<file path="config.mk">
export PLATFORM = sky130hd
export DESIGN_NAME = coincident_ram
export DESIGN_NICKNAME = d
export VERILOG_FILES = /design/src/rtl/coincident_ram_pkg.sv /design/src/rtl/coincident_ram_dec.sv /design/src/rtl/coincident_ram_ctrl.sv /design/src/rtl/coincident_ram_array.sv /design/src/rtl/coincident_ram.sv
export SDC_FILE = /design/constraint.sdc
export NUM_CORES = 1
export LEC_CHECK = 0
export ABC_AREA = 1
export BUFFER_PORTS_ARGS = -buffer_cell sky130_fd_sc_hd__buf_2
export CAP_MARGIN = 10
export CORE_MARGIN = 4
export CORE_UTILIZATION = 45
export CTS_BUF_LIST = sky130_fd_sc_hd__clkbuf_4 sky130_fd_sc_hd__clkbuf_8 sky130_fd_sc_hd__clkbuf_16
export DETAILED_ROUTE_END_ITERATION = 6
export HOLD_SLACK_MARGIN = 0.08
export PLACE_DENSITY = 0.74
export SLEW_MARGIN = 40
export SYNTH_ARGS = -nofsm -noshare
export SYNTH_HDL_FRONTEND = slang
export SYNTH_HIERARCHICAL = 1
export SYNTH_SLANG_ARGS = --single-unit
</file>
<file path="constraint.sdc">
create_clock -name clk -period 1.22 [get_ports clk]
set_clock_uncertainty 0.1 [all_clocks]
set_input_delay 0.061 -clock clk [delete_from_list [all_inputs] [get_ports clk]]
set_output_delay 0.061 -clock clk [all_outputs]
set_load 0.005 [all_outputs]
</file>
<file path="src/rtl/coincident_ram_pkg.sv">
package coincident_ram_pkg;

  // Strobes handed from control to the cell matrix each cycle
  typedef struct packed {
    logic wrEn;
    logic rdEn;
  } ram_strobe_t;

endpackage

</file>
<file path="src/rtl/coincident_ram_dec.sv">
module coincident_ram_dec #(
  parameter int IN_W = 2,
  localparam int OUT_N = 1 << IN_W
) (
  input  logic [IN_W-1:0]  selIn,
  output logic [OUT_N-1:0] selOut
);

  // One comparator per output line
  for (genvar i = 0; i < OUT_N; i++) begin : g_line
    assign selOut[i] = (selIn == IN_W'(i));
  end

endmodule

</file>
<file path="src/rtl/coincident_ram_ctrl.sv">
module coincident_ram_ctrl
  import coincident_ram_pkg::*;
#(
  parameter int ROW_BITS = 2,
  parameter int COL_BITS = 2,
  localparam int ADDR_W = ROW_BITS + COL_BITS,
  localparam int ROWS = 1 << ROW_BITS,
  localparam int COLS = 1 << COL_BITS
) (
  input  logic              clk,
  input  logic              rst,
  input  logic [ADDR_W-1:0] addr,
  input  logic              chipSel,
  input  logic              readWriteN,
  output ram_strobe_t       strobe,
  output logic [ROWS-1:0]   rowSel,
  output logic [COLS-1:0]   colSel
);

  logic [ROW_BITS-1:0] rowAddr;
  logic [COL_BITS-1:0] colAddr;

  assign rowAddr = addr[ADDR_W-1:COL_BITS];
  assign colAddr = addr[COL_BITS-1:0];

  coincident_ram_dec #(.IN_W(ROW_BITS)) u_rowDec (
    .selIn (rowAddr),
    .selOut(rowSel)
  );

  coincident_ram_dec #(.IN_W(COL_BITS)) u_colDec (
    .selIn (colAddr),
    .selOut(colSel)
  );

  always_comb begin
    strobe.wrEn = chipSel & ~readWriteN;
    strobe.rdEn = chipSel &  readWriteN;
  end

  // each decoder has exactly one active line
  assert_row_onehot_R2: assert property (@(posedge clk) disable iff (rst)
    $countones(rowSel) == 1);
  assert_col_onehot_R2: assert property (@(posedge clk) disable iff (rst)
    $countones(colSel) == 1);

  // a write and a read are never requested together
  assert_strobe_excl_R4: assert property (@(posedge clk) disable iff (rst)
    !(strobe.wrEn && strobe.rdEn));

endmodule

</file>
<file path="src/rtl/coincident_ram_array.sv">
module coincident_ram_array
  import coincident_ram_pkg::*;
#(
  parameter int ROW_BITS = 2,
  parameter int COL_BITS = 2,
  parameter int DATA_W = 1,
  localparam int ROWS = 1 << ROW_BITS,
  localparam int COLS = 1 << COL_BITS,
  localparam int WORDS = ROWS * COLS,
  localparam int FLAT_W = WORDS * DATA_W
) (
  input  logic              clk,
  input  logic              rst,
  input  ram_strobe_t       strobe,
  input  logic [ROWS-1:0]   rowSel,
  input  logic [COLS-1:0]   colSel,
  input  logic [DATA_W-1:0] dataIn,
  output logic [DATA_W-1:0] dataOut,
  output logic              dataValid
);

  logic [FLAT_W-1:0] cellFlat;
  logic [WORDS-1:0]  wordSel;
  logic [DATA_W-1:0] rdWord;

  // Matrix of cells: one word per row/column crossing
  for (genvar r = 0; r < ROWS; r++) begin : g_row
    for (genvar c = 0; c < COLS; c++) begin : g_col
      localparam int IDX = r * COLS + c;
      logic [DATA_W-1:0] cellQ;

      assign wordSel[IDX] = rowSel[r] & colSel[c];

      always_ff @(posedge clk) begin
        if (rst) begin
          cellQ <= '0;
        end else if (strobe.wrEn && wordSel[IDX]) begin
          cellQ <= dataIn;
        end
      end

      assign cellFlat[IDX*DATA_W +: DATA_W] = cellQ;
    end
  end

  // Wired-OR of the selected word onto the shared read line
  always_comb begin
    rdWord = '0;
    for (int k = 0; k < WORDS; k++) begin
      rdWord = rdWord | (cellFlat[k*DATA_W +: DATA_W] & {DATA_W{wordSel[k]}});
    end
  end

  // Registered output with an enable flag modelling the disconnected state
  always_ff @(posedge clk) begin
    if (rst) begin
      dataOut   <= '0;
      dataValid <= 1'b0;
    end else if (strobe.rdEn) begin
      dataOut   <= rdWord;
      dataValid <= 1'b1;
    end else begin
      dataOut   <= '0;
      dataValid <= 1'b0;
    end
  end

  // without a write strobe, no cell in the matrix changes
  assert_hold_cells_R3: assert property (@(posedge clk) disable iff (rst)
    !strobe.wrEn |=> $stable(cellFlat));

  // data lines are quiet while the output is disabled
  assert_quiet_out_R6: assert property (@(posedge clk) disable iff (rst)
    !dataValid |-> dataOut == '0);

endmodule

</file>
<file path="src/rtl/coincident_ram.sv">
module coincident_ram
  import coincident_ram_pkg::*;
#(
  parameter int ROW_BITS = 2,
  parameter int COL_BITS = 2,
  parameter int DATA_W = 1,
  localparam int ADDR_W = ROW_BITS + COL_BITS,
  localparam int ROWS = 1 << ROW_BITS,
  localparam int COLS = 1 << COL_BITS
) (
  input  logic              clk,
  input  logic              rst,
  input  logic [ADDR_W-1:0] addr,
  input  logic [DATA_W-1:0] dataIn,
  input  logic              chipSel,
  input  logic              readWriteN,
  output logic [DATA_W-1:0] dataOut,
  output logic              dataValid
);

  ram_strobe_t     strobe;
  logic [ROWS-1:0] rowSel;
  logic [COLS-1:0] colSel;

  coincident_ram_ctrl #(
    .ROW_BITS(ROW_BITS),
    .COL_BITS(COL_BITS)
  ) u_ctrl (
    .clk       (clk),
    .rst       (rst),
    .addr      (addr),
    .chipSel   (chipSel),
    .readWriteN(readWriteN),
    .strobe    (strobe),
    .rowSel    (rowSel),
    .colSel    (colSel)
  );

  coincident_ram_array #(
    .ROW_BITS(ROW_BITS),
    .COL_BITS(COL_BITS),
    .DATA_W  (DATA_W)
  ) u_array (
    .clk      (clk),
    .rst      (rst),
    .strobe   (strobe),
    .rowSel   (rowSel),
    .colSel   (colSel),
    .dataIn   (dataIn),
    .dataOut  (dataOut),
    .dataValid(dataValid)
  );

  // a read edge raises the valid flag on the next cycle
  assert_read_valid_R5: assert property (@(posedge clk) disable iff (rst)
    (chipSel && readWriteN) |=> dataValid);

  // a non-read edge leaves the output disabled
  assert_idle_invalid_R6: assert property (@(posedge clk) disable iff (rst)
    !(chipSel && readWriteN) |=> !dataValid);

endmodule

</file>
== After elaboration in Yosys (flattened, before gate mapping) ==
Index checks and enable logic that the tools add are counted.
Word-level totals
  flip-flop bits (word level): 18
  latch bits: 0
  bits in writable memories: 0
  ROM bits: 0
  bits of input ports: 9
  output and inout port bits: 2
  word-level logic and storage cells: 95
  memories: 0
Cells by class
  add/subtract/negate cells: 0
  $mul: 0
  divide/modulo/power cells: 0
  $lt $le $gt $ge: 0
  eq/ne operators: 6
  shift-type cells: 0
  multiplexer cells: 1
  bitwise operators: 51
  reductions and logical operators: 19
Operator list (number)
  $and A1 B1 Y1: 34
  $logic_and A1 B1 Y1: 16
  $or A1 B1 Y1: 15
  $eq A2 B2 Y1 const B: 4
  $eq A2 B1 Y1 const B: 2
  $logic_not A2 Y1: 2
  $not A1 Y1: 2
  $reduce_or A2 Y1: 1
  $mux W1: 1

== Longest topological paths before layout ==
Gate-level depths: netlist of the first run.
  depth in word-level cells: 18
  gate-level depth with buffers: 9

== By module ==
The synthesis of the first run kept the hierarchy.
By module, submodules not included
  coincident_ram_array: instances 1, cells each 129, area an instance 998.5 um^2, seq. area each 360.3 um^2
  coincident_ram_dec: instances 2, cells each 7, area an instance 26.3 um^2, seq. area each 0.0 um^2
  coincident_ram_ctrl: instances 1, cells each 4, area an instance 17.5 um^2, seq. area each 0.0 um^2

== Worst setup path after synthesis of the first run ==
OpenSTA, ideal clock, no wires.
  path type: reg-to-reg
  from: register u_array.g_row[0].g_col[0].cellQ
  to: register u_array.dataOut
  library setup time: 112 ps
  arrival: 646 ps
  setup slack: 362 ps
  cell stages (with the launch flop): 7
  buffers on the path: 0
  period minus slack after synthesis: 858 ps
  cell sequence: dfxtp_1 > nand3_2 > nand2_1 > nor2_1 > nand2_1 > nor2_1 > nor2_1
On the way
  longest elaborated chain between the ends: 16
Ends and longest elaborated chain
  start, declared: line coincident_ram_array.sv:30  | logic [DATA_W-1:0] cellQ;
  start signal, assigned: line coincident_ram_array.sv:38  | cellQ <= dataIn;
  $and A1 B1 Y1: line coincident_ram_array.sv:50  | rdWord = rdWord | (cellFlat[k*DATA_W +: DATA_W] & {DATA_W{wordSel[k]}});
  $or A1 B1 Y1 (15 in series): line coincident_ram_array.sv:50
  end signal, assigned: line coincident_ram_array.sv:60  | dataOut <= rdWord;
  end, declared: line coincident_ram_array.sv:18  | output logic [DATA_W-1:0] dataOut,
No other way between the ends.
A chain may end at the register's enable or synchronous reset.

== Worst setup path in the final report of the first run ==
  from: register u_array.g_row[0].g_col[1].cellQ
  to: register u_array.dataOut
On the way
  longest elaborated chain between the ends: 16
Ends and longest elaborated chain (line)
  start, declared: coincident_ram_array.sv:30
  start signal, assigned: coincident_ram_array.sv:38
  $and A1 B1 Y1: coincident_ram_array.sv:50
  $or A1 B1 Y1 (15 in series): coincident_ram_array.sv:50
No other way between the ends.

==> results of run 1 <==
-- worst max-delay path, stage by stage, from the launching register on --
cell and delay [ns]:
sky130_fd_sc_hd__dfxtp_1 0.33, sky130_fd_sc_hd__nand3_1 0.06, sky130_fd_sc_hd__nand2_1 0.05, sky130_fd_sc_hd__nor2_1 0.10
sky130_fd_sc_hd__nand2_1 0.06, sky130_fd_sc_hd__nor2_1 0.09, sky130_fd_sc_hd__nor2_1 0.05
-- flip-flops by register name, summed over array words and instances, names as in the netlist --
name                       cells
u_array/dataValid              1
u_array/dataOut                1
u_array/g_row.g_col.cellQ     16
-- cell families after synthesis --
group / count (synthesis) / share of synthesized area (%)
and+or+nand+nor: 59 / 29.86
buffers and inverters: 38 / 21.43
AOI/OAI and AO/OA: 32 / 14.99
DFF: 18 / 33.72
-- cells in the mapped netlist, drive strengths merged --
master  number  area share, %
buf         12             12
nor2        13            4.8
nand2       14            4.9
dfxtp       18             34
o21ai       16            7.5
a21oi       16            7.5
nand3       32             20
inv         26            9.1
-- metrics by stage --
step	instance area (um^2)	utilization [%]	worst slack (ns)	cells
final	1144	51.20	0.2851	186
after global routing	1144	51.20	0.1751	186
after CTS	1144	51.20	0.2822	186
after detailed placement	1087	48.68	0.1609	180
after global placement	1087	48.68	0.1635	180
after floorplan	1069	-	0.3624	147
-- how the worst max path moves through the flow --
stage                      end  depth (start not counted)                       startpoint
5_1_grt        u_array/dataOut                          6  u_array/g_row[2].g_col[3].cellQ
6_report       u_array/dataOut                          6  u_array/g_row[0].g_col[1].cellQ
4_1_cts                dataOut                          1                  u_array/dataOut
3_5_place_dp   u_array/dataOut                         10                          addr[0]
2_1_floorplan  u_array/dataOut                          6  u_array/g_row[0].g_col[0].cellQ
3_3_place_gp   u_array/dataOut                         10                          addr[3]
-- cell type report --
| cell class | instances | area share, % |
|---|---|---|
| Sequential cell | 18 | 31.51 |
| Timing Repair Buffer | 19 | 11.82 |
| Multi-Input combinational cell | 91 | 41.90 |
| Clock buffer | 4 | 3.173 |
| Inverter | 26 | 8.534 |
| Tap cell | 28 | 3.063 |
-- timing repair --
item                                    4_1_cts  5_1_grt
endpoints found under the hold margin         2        0
endpoints found under the setup margin        0        0
hold buffers                                  2        0
-- power by group --
part	internal [W]	total (W)	switching [W]
Sequential	0.000596	0.000600	0.00000375
Combinational	0.0000543	0.000149	0.0000947
Clock	0.000182	0.000383	0.000201
-- cells in the final DEF (no fill, tap or decap) --
cell type and count:
sky130_fd_sc_hd__buf_12 1, sky130_fd_sc_hd__dfxtp_1 18, sky130_fd_sc_hd__nand3_1 21, sky130_fd_sc_hd__clkbuf_4 3, sky130_fd_sc_hd__o21ai_0 6, sky130_fd_sc_hd__nand2_1 14, sky130_fd_sc_hd__dlygate4sd3_1 2, sky130_fd_sc_hd__inv_1 26
sky130_fd_sc_hd__a21oi_1 16, sky130_fd_sc_hd__buf_2 10, sky130_fd_sc_hd__o21ai_1 10, sky130_fd_sc_hd__nand3_2 11, sky130_fd_sc_hd__buf_4 6, sky130_fd_sc_hd__clkbuf_8 1, sky130_fd_sc_hd__nor2_1 12, sky130_fd_sc_hd__nor2_2 1
-- metal layers --
layer  track usage (%)  wire [um]  vias up
li1                  -          -      491
met1             16.48        936      432
met2             24.26       1058       17
met3             2.069         64        2
met4             7.285         14        0
met5                 0          0        -
==> flow_summary.json, run 1 <==
{
  "antenna_violations_before_repair": 0,
  "insertedDiodeCount": 0,
  "critical_path.reg2reg.endpoint": "u_array/dataOut",
  "critical_path_class": "register to register",
  "via_count": 942,
  "port-buffer-count": 10,
  "synthCells": 147,
  "max_freq_ghz": 1.070,
  "layout-area-overhead-vs-synth_pct": 7.026,
  "cts_tree": "done",
  "filler_cell_count": 215,
  "ff2ff_setup_slack_ns": 0.29,
  "vdd_drop_max_v": 0.0005933,
  "report.final.hold_viol_count": 0,
  "min_delay_worst_endpoint": "u_array/g_row[2].g_col[0].cellQ",
  "path_max_fanout": 2,
  "nNetsFinal": 168,
  "sequential_fraction_of_the_synthesis_area_pct": 33.72,
  "syn-num-nets": 156,
  "min_delay_path_depth": 3,
  "final_layout_size_suffix_gt1_share_pct": 20.89,
  "post-route-drc-count": 0,
  "worst_setup_hold_path_clk_slew_ns": 0.11,
  "finalMaxSlewViolations": 0,
  "final_period_minus_worst_setup_slack_ns": 0.9349,
  "timing.max_cap.violations": 0,
  "reg2reg_depth": 6,
  "drt_iter0_drcs": 28,
  "hold_path.class": "input port to register",
  "cts_num_sinks": 18,
  "grt_start_max_net_pins": 18,
  "setup-tns-final_ns": 0,
  "clock_tree.buffer_depth": 2,
  "fp.dieH_um": 56.73,
  "synth-warning-count": 6,
  "final.hold.worst_slack_ns": 0.09610,
  "ff_latch_area_um2": 360.3,
  "crit_arrival_ns": 1.04,
  "placement_rows": 17,
  "worst-slew-pin-transition_ns": 0.4737,
  "syn-mean-instance-area_um2": 7.269,
  "design.portCount": 11,
  "tritoncts.num_buffers": 3,
  "grt_first_pass_wirelength_um": 3608,
  "global_route.overflow_total": 0,
  "initial_utilization_pct": 47.84,
  "gp_congestion": 0.7881,
  "cp_data_required_time_ns": 1.32,
  "core_area_um2": 2233,
  "detailedRoute.firstPassIterationCount": 4,
  "routed_via_density": 5.065,
  "worst_setup_sp_type": "register",
  "total_power_w": 0.001132,
  "rsz0062_at_grt": "no",
  "worst_hold_startpoint": "dataIn",
  "routedWlPerCell_um": 11.15,
  "postcts_setup_bufs": 0,
  "die-width_um": 56.73,
  "multi_input_comb_area_um2": 479.2,
  "powerDensity_nw_per_um2": 989.7,
  "dp_hpwl_um": 1394,
  "clkLatencyLatePin_ns": 0.30,
  "outcome": "complete, no violations",
  "fp.dieArea_um2": 3218,
  "worst_setup_path_end_kind": "register",
  "number_of_global_route_vias_before_repair": 877,
  "postSynthRegisterBits": 18,
  "max-slew-margin-rel_pct": 68.39,
  "setup_viol_count_final": 0,
  "cellLeakagePower_nw": 0.4790,
  "grt.total_usage_pct": 14.00,
  "cts_repair_resize_count": 0,
  "route.final.wire_length_um": 2074,
  "post_route_clock_period_utilization_pct": 76.63,
  "clock-root-buffer": "sky130_fd_sc_hd__clkbuf_4",
  "post_synth_num_cell_types": 13,
  "crit-reg2reg-launch": "u_array/g_row[0].g_col[1].cellQ",
  "mappedNetlistArea_um2": 1069,
  "count_of_h_tree_levels_built_during_cts": 1,
  "final_antenna_net_count": 0
}
No activity file was read; power rests on OpenSTA's default activity.
==> inputs of run 2 (changes only) <==
ABC_AREA = 0   (was 1)
clock period = 0.95 ns   (was 1.22 ns; I/O delays follow)
==> flow_summary.json, run 2 <==
{
  "outcome": "finished with violations",
  "violations": "setup timing",
  "port-buffer-count": 10,
  "dp_hpwl_um": 1480,
  "layout-area-overhead-vs-synth_pct": 26.18,
  "worst_setup_path_end_kind": "register",
  "largest_reg_flops": 16,
  "cts_num_sinks": 18,
  "crit_slowest_cell": "sky130_fd_sc_hd__dfxtp_2",
  "final.hold.worst_slack_ns": 0.1970,
  "design.portCount": 11,
  "cellLeakagePower_nw": 0.5451,
  "nNetsFinal": 132,
  "worst_setup_sp_type": "register",
  "filler_cell_count": 165,
  "tritoncts.num_buffers": 3,
  "grt_first_pass_wirelength_um": 3443,
  "grt.total_usage_pct": 17.39,
  "synth_top_area_cell": "sky130_fd_sc_hd__dfxtp_1",
  "final_period_minus_worst_setup_slack_ns": 1.197,
  "max_freq_ghz": 0.8357,
  "detailedRoute.firstPassIterationCount": 4,
  "synth_flop_cell": "sky130_fd_sc_hd__dfxtp_1",
  "cpPeakStageDelay_ns": 0.34,
  "postSynthRegisterBits": 18,
  "critical_path_class": "register to register",
  "synthCells": 100,
  "worst-slew-pin-transition_ns": 0.3162,
  "report.final.hold_viol_count": 0,
  "crit_arrival_ns": 1.28,
  "path_max_fanout": 2,
  "cp_data_required_time_ns": 1.03,
  "synth-warning-count": 6,
  "synth.top_cells.by_area": "sky130_fd_sc_hd__dfxtp_1 40%, sky130_fd_sc_hd__mux2i_1 18%, sky130_fd_sc_hd__nand3_1 11%",
  "route.final.wire_length_um": 2042,
  "powerDensity_nw_per_um2": 1276,
  "postcts_setup_bufs": 0,
  "routed_via_density": 5.524,
  "synth.cells.most_frequent": "19 x sky130_fd_sc_hd__nand3_1, 19 x sky130_fd_sc_hd__nor2_1, 18 x sky130_fd_sc_hd__dfxtp_1",
  "regMostFlops": "u_array/g_row.g_col.cellQ",
  "drt_iter0_drcs": 15,
  "hold_path.class": "input port to register",
  "most-common-layout-cells": "18 x sky130_fd_sc_hd__nor2_1, 17 x sky130_fd_sc_hd__dfxtp_1, 16 x sky130_fd_sc_hd__mux2i_1",
  "crit_chain": "a22o_1, a222oi_1, a311oi_1",
  "grt_start_max_net_pins": 19,
  "sequential_fraction_of_the_synthesis_area_pct": 40.11,
  "timing.max_cap.violations": 0,
  "initial_utilization_pct": 49.86,
  "final_antenna_net_count": 0,
  "post-route-drc-count": 0,
  "count_of_h_tree_levels_built_during_cts": 1,
  "post_synth_num_cell_types": 18,
  "synth_enable_flop_cells": 0,
  "worst_setup_hold_path_clk_slew_ns": 0.11,
  "syn-mean-instance-area_um2": 8.984,
  "placement_rows": 15,
  "die-width_um": 52.68,
  "fp.dieArea_um2": 2775,
  "yosysTopAreaCellShare_pct": 40.11,
  "gp_congestion": 0.8394,
  "critPathTopFamily": "compound AO/OA/AOI/OAI gates",
  "ys_async_sr_fraction_pct": 0,
  "via_count": 812,
  "rsz0062_at_grt": "yes",
  "syn-num-nets": 109,
  "vdd_drop_max_v": 0.0008310,
  "core_area_um2": 1802,
  "cts_tree": "done",
  "final_layout_size_suffix_gt1_share_pct": 33.61,
  "clock-root-buffer": "sky130_fd_sc_hd__clkbuf_4",
  "antenna_violations_before_repair": 0,
  "final_common_cell": "sky130_fd_sc_hd__nor2_1",
  "insertedDiodeCount": 0,
  "final.setup.worst_slack_ns": -0.2465,
  "global_route.overflow_total": 0,
  "routedWlPerCell_um": 13.89,
  "mappedNetlistArea_um2": 898.4,
  "finalMaxSlewViolations": 0,
  "critical_path.n_buffers_inverters": 0,
  "final_cells": 147,
  "max-slew-margin-rel_pct": 78.92,
  "clock_tree.buffer_depth": 2,
  "fp.dieH_um": 52.68,
  "place_inst": 140,
  "post_route_clock_period_utilization_pct": 126.0,
  "number_of_global_route_vias_before_repair": 758,
  "clkLatencyLatePin_ns": 0.30,
  "largestRegisters": "u_array/g_row.g_col.cellQ x16, u_array/dataOut x1, u_array/dataValid x1",
  "setup_viol_count_final": 1
}
==> run 2: cell count changes after synthesis, moves of 5 or more <==
cell / delta
sky130_fd_sc_hd__nand2_1: -14
sky130_fd_sc_hd__nand3_2: -11
sky130_fd_sc_hd__nor2_1: +7
sky130_fd_sc_hd__mux2i_1: +16
sky130_fd_sc_hd__o21ai_1: -10
sky130_fd_sc_hd__o21ai_0: -5
sky130_fd_sc_hd__a21oi_1: -16
sky130_fd_sc_hd__buf_6: -7
sky130_fd_sc_hd__inv_1: -24
==> run 2: path summary, 6_finish.rpt <==
check,startpoint,endpoint,slack (ns),cells past startpoint
worst min-delay path,addr[3],u_array/g_row[0].g_col[3].cellQ,0.20,6
worst max-delay path,u_array/g_row[0].g_col[2].cellQ,u_array/dataOut,-0.25,3
worst max register to register,u_array/g_row[0].g_col[2].cellQ,u_array/dataOut,-0.25,3
worst min register to register,u_array/g_row[1].g_col[2].cellQ,u_array/g_row[1].g_col[2].cellQ,0.42,2
==> run 2: logic make-up after synthesis <==
group | Yosys count | share of synthesized area [%]
AND/OR/NAND/NOR | 46 | 25.35
flip-flops | 18 | 40.11
AO/OA/AOI/OAI | 10 | 10.03
multiplexers | 16 | 17.83
buffers and inverters | 10 | 6.686
==> run 2: final cells by class <==
cell class | count | area (um^2) | share of cell area (%)
Clock buffer | 4 | 36.28 | 3.201
Inverter | 2 | 7.507 | 0.6623
Multi-Input combinational cell | 72 | 504.2 | 44.48
Sequential cell | 18 | 361.6 | 31.90
Tap cell | 25 | 31.28 | 2.759
Timing Repair Buffer | 26 | 192.7 | 17.00
==> run 2: metal layers <==
layer	track usage, %	routed length, um	up-vias
li1	-	-	397
met4	11.06	47	0
met1	20.38	887	392
met5	0	0	-
met3	3.704	77	6
met2	28.31	1030	17
==> run 2: timing repair <==
action | in CTS | in global routing
endpoints found under the setup margin | 1 | 16
hold buffers | 3 | 0
gates resized for setup | 0 | 5
endpoints found under the hold margin | 18 | 0
==> run 2: power by group <==
part | total [W] | switching, W | leakage [nW] | internal, W
Combinational | 0.000195 | 0.000103 | 0.378 | 0.0000922
Clock | 0.000487 | 0.000253 | 0.0210 | 0.000234
Sequential | 0.000764 | 0.00000314 | 0.146 | 0.000761
Total | 0.00145 | 0.000359 | 0.545 | 0.00109
==> run 2: worst min-delay path: stages <==
cell	delay, ns
sky130_fd_sc_hd__buf_2	0.11
sky130_fd_sc_hd__nor2_2	0.07
sky130_fd_sc_hd__buf_4	0.14
sky130_fd_sc_hd__nand3_2	0.06
sky130_fd_sc_hd__mux2i_1	0.06
sky130_fd_sc_hd__nor2_1	0.07
==> run 2: stage by stage <==
step | instance area (um^2) | utilization [%] | setup slack [ns] | TNS (ns) | power, W
finish | 1134 | 62.92 | -0.2465 | -0.2465 | 0.001446
global route | 1134 | 62.92 | -0.2825 | -0.2825 | 0.001510
CTS | 1125 | 62.43 | -0.2505 | -0.2505 | 0.001446
detailed placement | 1059 | 58.75 | -0.3977 | -3.246 | 0.0009604
global placement | 1059 | 58.75 | -0.3099 | -2.460 | 0.0009535
floorplan | 935.9 | - | -0.1732 | -0.7664 | 0.0008906
